### src/rtl/fcmp_pkg.sv
package fcmp_pkg;

  localparam int FP_W   = 64;
  localparam int EXP_LO = 52;
  localparam int QBIT   = 51;

  typedef enum logic [1:0] {
    PRED_EQ = 2'b00,
    PRED_NE = 2'b01,
    PRED_LT = 2'b10,
    PRED_LE = 2'b11
  } pred_e;

  typedef struct packed {
    logic            is_nan;
    logic            is_snan;
    logic [FP_W-1:0] key;
  } fp_view_t;

  // Map an operand onto an unsigned key whose integer order is the
  // floating-point order; all zero-exponent values share one key.
  function automatic fp_view_t fp_view(input logic [FP_W-1:0] x);
    fp_view_t v;
    logic [FP_W-EXP_LO-2:0] e;
    logic [EXP_LO-1:0]      f;
    e = x[FP_W-2:EXP_LO];
    f = x[EXP_LO-1:0];
    v.is_nan  = (&e) && (|f);
    v.is_snan = v.is_nan && !f[QBIT];
    if (e == '0)
      v.key = {1'b1, {(FP_W-1){1'b0}}};
    else if (x[FP_W-1])
      v.key = ~x;
    else
      v.key = {1'b1, x[FP_W-2:0]};
    return v;
  endfunction

  // Returns {hit, invalid}.
  function automatic logic [1:0] fp_pred_eval(input pred_e p,
                                              input fp_view_t a,
                                              input fp_view_t b);
    logic unord, sig, eq, lt, hit, inv;
    unord = a.is_nan | b.is_nan;
    sig   = a.is_snan | b.is_snan;
    eq    = !unord && (a.key == b.key);
    lt    = !unord && (a.key < b.key);
    case (p)
      PRED_EQ: begin hit = eq;       inv = sig;   end
      PRED_NE: begin hit = !eq;      inv = sig;   end
      PRED_LT: begin hit = lt;       inv = unord; end
      default: begin hit = lt | eq;  inv = unord; end
    endcase
    return {hit, inv};
  endfunction

endpackage

### src/rtl/fcmp_core.sv
module fcmp_core
  import fcmp_pkg::*;
(
  input  logic [FP_W-1:0] op_a,
  input  logic [FP_W-1:0] op_b,
  input  logic [1:0]      pred,
  output logic            hit,
  output logic            invalid,
  output logic            any_nan,
  output logic            any_snan
);

  fp_view_t   va, vb;
  logic [1:0] res;

  always_comb begin
    va       = fp_view(op_a);
    vb       = fp_view(op_b);
    res      = fp_pred_eval(pred_e'(pred), va, vb);
    hit      = res[1];
    invalid  = res[0];
    any_nan  = va.is_nan | vb.is_nan;
    any_snan = va.is_snan | vb.is_snan;
  end

endmodule

### src/rtl/fcmp_mask_acc.sv
module fcmp_mask_acc
  import fcmp_pkg::*;
#(
  parameter  int MAX_LEN = 64,
  localparam int LEN_W   = $clog2(MAX_LEN + 1)
) (
  input  logic             clk,
  input  logic             rst_n,
  input  logic             fire,
  input  logic             vec_in,
  input  logic [1:0]       pred_in,
  input  logic [LEN_W-1:0] len_in,
  input  logic             hit,
  input  logic             inv,
  output logic [1:0]       pred_use,
  output logic             res_valid,
  output logic [FP_W-1:0]  res_data,
  output logic             res_inv,
  output logic             res_scalar,
  output logic [LEN_W-1:0] res_len
);

  function automatic logic [LEN_W-1:0] eff_len(input logic [LEN_W-1:0] l);
    if (l == '0)                  return LEN_W'(1);
    else if (l > LEN_W'(MAX_LEN)) return LEN_W'(MAX_LEN);
    else                          return l;
  endfunction

  logic               active_q, inv_q;
  logic [LEN_W-1:0]   idx_q, len_q;
  logic [1:0]         pred_q;
  logic [MAX_LEN-1:0] mask_q;

  logic               cur_vec, last_elem, inv_acc;
  logic [LEN_W-1:0]   cur_len, elem_idx;
  logic [MAX_LEN-1:0] mask_next;

  always_comb begin
    pred_use  = active_q ? pred_q : pred_in;
    cur_vec   = active_q | vec_in;
    cur_len   = active_q ? len_q : eff_len(len_in);
    elem_idx  = active_q ? idx_q : '0;
    last_elem = (elem_idx == cur_len - LEN_W'(1));
    mask_next = (active_q ? mask_q : '0) | (MAX_LEN'(hit) << elem_idx);
    inv_acc   = inv | (active_q & inv_q);
  end

  always_ff @(posedge clk) begin
    if (!rst_n) begin
      active_q   <= 1'b0;
      inv_q      <= 1'b0;
      idx_q      <= '0;
      len_q      <= '0;
      pred_q     <= '0;
      mask_q     <= '0;
      res_valid  <= 1'b0;
      res_data   <= '0;
      res_inv    <= 1'b0;
      res_scalar <= 1'b0;
      res_len    <= '0;
    end else begin
      res_valid <= fire && (!cur_vec || last_elem);
      if (fire) begin
        res_inv    <= inv_acc;
        res_scalar <= !cur_vec;
        res_len    <= cur_len;
        res_data   <= cur_vec ? FP_W'(mask_next) : {FP_W{hit}};
        if (cur_vec) begin
          active_q <= !last_elem;
          idx_q    <= elem_idx + LEN_W'(1);
          mask_q   <= mask_next;
          inv_q    <= inv_acc;
          if (!active_q) begin
            len_q  <= cur_len;
            pred_q <= pred_in;
          end
        end
      end
    end
  end

  assert_scalar_word_R1: assert property (@(posedge clk) disable iff (!rst_n)
    res_valid && res_scalar |-> (res_data == '0 || res_data == '1));

  assert_mask_tail_R8: assert property (@(posedge clk) disable iff (!rst_n)
    res_valid && !res_scalar |-> ((res_data >> res_len) == '0));

  assert_idx_bound_R7: assert property (@(posedge clk) disable iff (!rst_n)
    active_q |-> (idx_q != '0 && idx_q < len_q));

  assert_result_follows_fire_R7: assert property (@(posedge clk) disable iff (!rst_n)
    res_valid |-> $past(fire));

endmodule

### src/rtl/fcmp_mask_unit.sv
module fcmp_mask_unit
  import fcmp_pkg::*;
#(
  parameter  int MAX_LEN = 64,
  localparam int LEN_W   = $clog2(MAX_LEN + 1)
) (
  input  logic             clk,
  input  logic             rst_n,
  input  logic             in_valid,
  output logic             in_ready,
  input  logic [FP_W-1:0]  in_a,
  input  logic [FP_W-1:0]  in_b,
  input  logic [1:0]       in_pred,
  input  logic             in_vec,
  input  logic [LEN_W-1:0] in_len,
  output logic             out_valid,
  output logic [FP_W-1:0]  out_data,
  output logic             out_invalid
);

  logic             ready_q, fire;
  logic [1:0]       pred_use;
  logic             cmp_hit, cmp_inv, any_nan, any_snan;
  logic             res_scalar;
  logic [LEN_W-1:0] res_len;

  always_ff @(posedge clk) begin
    if (!rst_n) ready_q <= 1'b0;
    else        ready_q <= 1'b1;
  end

  assign in_ready = ready_q;
  assign fire     = in_valid & ready_q;

  fcmp_core u_core (
    .op_a     (in_a),
    .op_b     (in_b),
    .pred     (pred_use),
    .hit      (cmp_hit),
    .invalid  (cmp_inv),
    .any_nan  (any_nan),
    .any_snan (any_snan)
  );

  fcmp_mask_acc #(.MAX_LEN(MAX_LEN)) u_acc (
    .clk        (clk),
    .rst_n      (rst_n),
    .fire       (fire),
    .vec_in     (in_vec),
    .pred_in    (in_pred),
    .len_in     (in_len),
    .hit        (cmp_hit),
    .inv        (cmp_inv),
    .pred_use   (pred_use),
    .res_valid  (out_valid),
    .res_data   (out_data),
    .res_inv    (out_invalid),
    .res_scalar (res_scalar),
    .res_len    (res_len)
  );

  assert_nan_unordered_R5: assert property (@(posedge clk) disable iff (!rst_n)
    fire && any_nan |-> (cmp_hit == (pred_use == PRED_NE)));

  assert_snan_invalid_R6: assert property (@(posedge clk) disable iff (!rst_n)
    fire && any_snan |-> cmp_inv);

  assert_ready_after_reset_R9: assert property (@(posedge clk) disable iff (!rst_n)
    $past(rst_n) |-> in_ready);

  assert_no_stray_flag_R6: assert property (@(posedge clk) disable iff (!rst_n)
    fire && !any_nan |-> !cmp_inv);

endmodule

### config.mk
export PLATFORM = sky130hd
export DESIGN_NAME = fcmp_mask_unit
export DESIGN_NICKNAME = d
export VERILOG_FILES = /design/src/rtl/fcmp_pkg.sv /design/src/rtl/fcmp_core.sv /design/src/rtl/fcmp_mask_acc.sv /design/src/rtl/fcmp_mask_unit.sv
export SDC_FILE = /design/constraint.sdc
export NUM_CORES = 1
export LEC_CHECK = 0
export BUFFER_PORTS_ARGS = -buffer_cell sky130_fd_sc_hd__buf_2
export CORE_MARGIN = 5
export CORE_UTILIZATION = 60
export CTS_BUF_LIST = sky130_fd_sc_hd__clkbuf_8
export DETAILED_ROUTE_END_ITERATION = 16
export PLACE_DENSITY_LB_ADDON = 0.08
export SLEW_MARGIN = 20
export SYNTH_ARGS = -nofsm -noshare
export SYNTH_HDL_FRONTEND = slang
export SYNTH_HIERARCHICAL = 1
export SYNTH_SLANG_ARGS = --single-unit
### constraint.sdc
create_clock -name clk -period 11.42 [get_ports clk]
set_input_delay 0.571 -clock clk [delete_from_list [all_inputs] [get_ports clk]]
set_output_delay 0.571 -clock clk [all_outputs]
set_load 0.02 [all_outputs]
==> qor.txt <==
Util after Layout - 0.690
Placer Congestion - 0.911
Die Y - 139 um
Final ANT Viol Nets - 0
Skew final - 0.0175 ns
Slew Viols, Final - 0
Routed wire length per instance - 17.1 um
Maximum net fanout on the critical path - 64
Initial Util - 0.605
Via/cell ratio - 5.98
Highest-count cells in the layout ignoring fill and taps - buf_2, nor2_1, dfxtp_1
Setup bufs post-CTS - 0
Final hold vios - 0
Global-route wire length before repair - 45,000 um
CTS sink cnt - 149
Met3 routed WL - 1880 um
Core box area - 16,500 sq um
Initial drt markers - 941
Met2 wire len - 12,700 um
Area Overhead vs Synth - 14.0%
Leakage power - 0.00473 uW
Vias in the first global route - 8,829
Synthesized area - 9970 sq um
DRC Markers - 0
Run status - complete, no violations
Layout net count - 1,608
Max_cap viols - 0
Row cnt - 47
Required @ worst endpoint - 11.81 ns
Port buffer count - 207
Syn Nets - 1,472
Vias - 9,788
Final setup viols - 0
RSZ-0062 raised after global routing - no
Share of layout cells above drive strength 1 - 0.204
Slew @ Worst Pin - 1.01 ns
Die Area - 19,300 sq um
Root buffer cell - clkbuf_8
Routed WL - 27,900 um
Hold_buf cts - 0
Final TNS setup - 0 ns
Post-layout min period - 5.17 ns
Hold crit path type - flip-flop to flip-flop
Relative slew slack - 0.330
TritonCTS clock tree - yes
Crit Path Category - input port to flip-flop
Synthesized area per cell - 7.88 sq um
Largest net degree at the start of global routing - 84
Post-DP HPWL - 19,300 um
Total gr overflow - 0
Initial antenna violation count - 3
Pwr Total - 1260 uW
Num CTS Buffers - 17
Commonest non-fill, non-tap cell in the layout - buf_2
IO Count - 208
Die width - 139 um
Metal-1 WL - 12,800 um
Power per cell area - 111 nW/um^2
Uppermost layer routed - met5
Startpoint types - input port
# H-tree levels - 4
CP endpoint kind - flip-flop
Post-Synthesis Cells - 1,265
All-Layer GR Usage - 0.275
Yosys warns - 6
First drt pass iteration count - 5
CTS max path bufs - 2
Worst EP arrival - 5.56 ns
CTS resizes - 0
Fmax - 194 MHz
Clock slew at the register clock pins of the worst setup and hold paths - 0.09 ns
Max VDD drop - 88.7 uV
Worst skew pair latency - 0.45 ns
Crit share post-route - 0.452
[report_power, final]
| part | total [uW] | switching (uW) | internal [uW] |
|---|---|---|---|
| sequential | 550 | 12.6 | 537 |
| clock | 409 | 226 | 183 |
| combinational | 298 | 174 | 124 |
| total | 1260 | 413 | 844 |
[flip-flops by register name (all words and copies together) (netlist names)]
name and count:
u_acc/pred_q 2, u_acc/inv_q 1, u_acc/len_q 7, u_acc/res_data 64
u_acc/idx_q 7, u_acc/active_q 1, u_acc/res_valid 1, u_acc/res_inv 1
u_acc/mask_q 64, in_ready 1
[per-stage QoR]
stage          std cells  area (sq um)  hold slack (ns)  setup slack [ns]
4_1_cts             1634         11400            0.461              6.41
3_3_place_gp        1602         11000            0.442              5.90
3_5_place_dp        1602         11000            0.448              5.99
6_report            1636         11400            0.460              6.25
5_1_grt             1636         11400            0.485              5.83
2_1_floorplan       1265          9970            0.437              7.15
[worst max-delay path, stage by stage]
cell and delay, ns:
buf_2 0.12, nor4_1 0.31, nand2_1 0.14, nor4_4 0.15
buf_4 0.55, nor2_1 0.12, ha_1 0.33, a21oi_1 0.14
o21ai_0 0.13, a221oi_1 0.43, nor2_1 0.10, a2111oi_0 0.49
nand3b_1 0.17, o221ai_2 0.33, nand3b_1 0.14, nor2_1 0.71
a22oi_1 0.24, o21ai_0 0.21, and2_1 0.14
[cell type report]
type                       count  area, sq um
multi-input combinational   1013         6580
fill                        1446         5100
sequential                   149         2990
timing repair buffer         215         1100
tap                          220          275
clock buffer                  17          234
clock inverter                15          164
inverter                       5         21.3
antenna                        2         5.00
[path summary, 6_finish.rpt]
path	depth (start not counted)	slack [ns]	startpoint	endpoint
worst max register to register	9	7.74	u_acc/active_q	u_acc/res_data[10]
worst min register to register	2	0.46	u_acc/mask_q[44]	u_acc/mask_q[44]
worst max-delay path	19	6.25	in_a[52]	u_acc/res_data[10]
worst min-delay path	2	0.46	u_acc/mask_q[44]	u_acc/mask_q[44]
[per-layer routing]
layer,GRT usage,vias up
li1,-,4782
met1,0.399,4607
met2,0.426,357
met3,0.0479,40
met4,0.0700,2
met5,0,-
(Power assumes the default switching activity.)
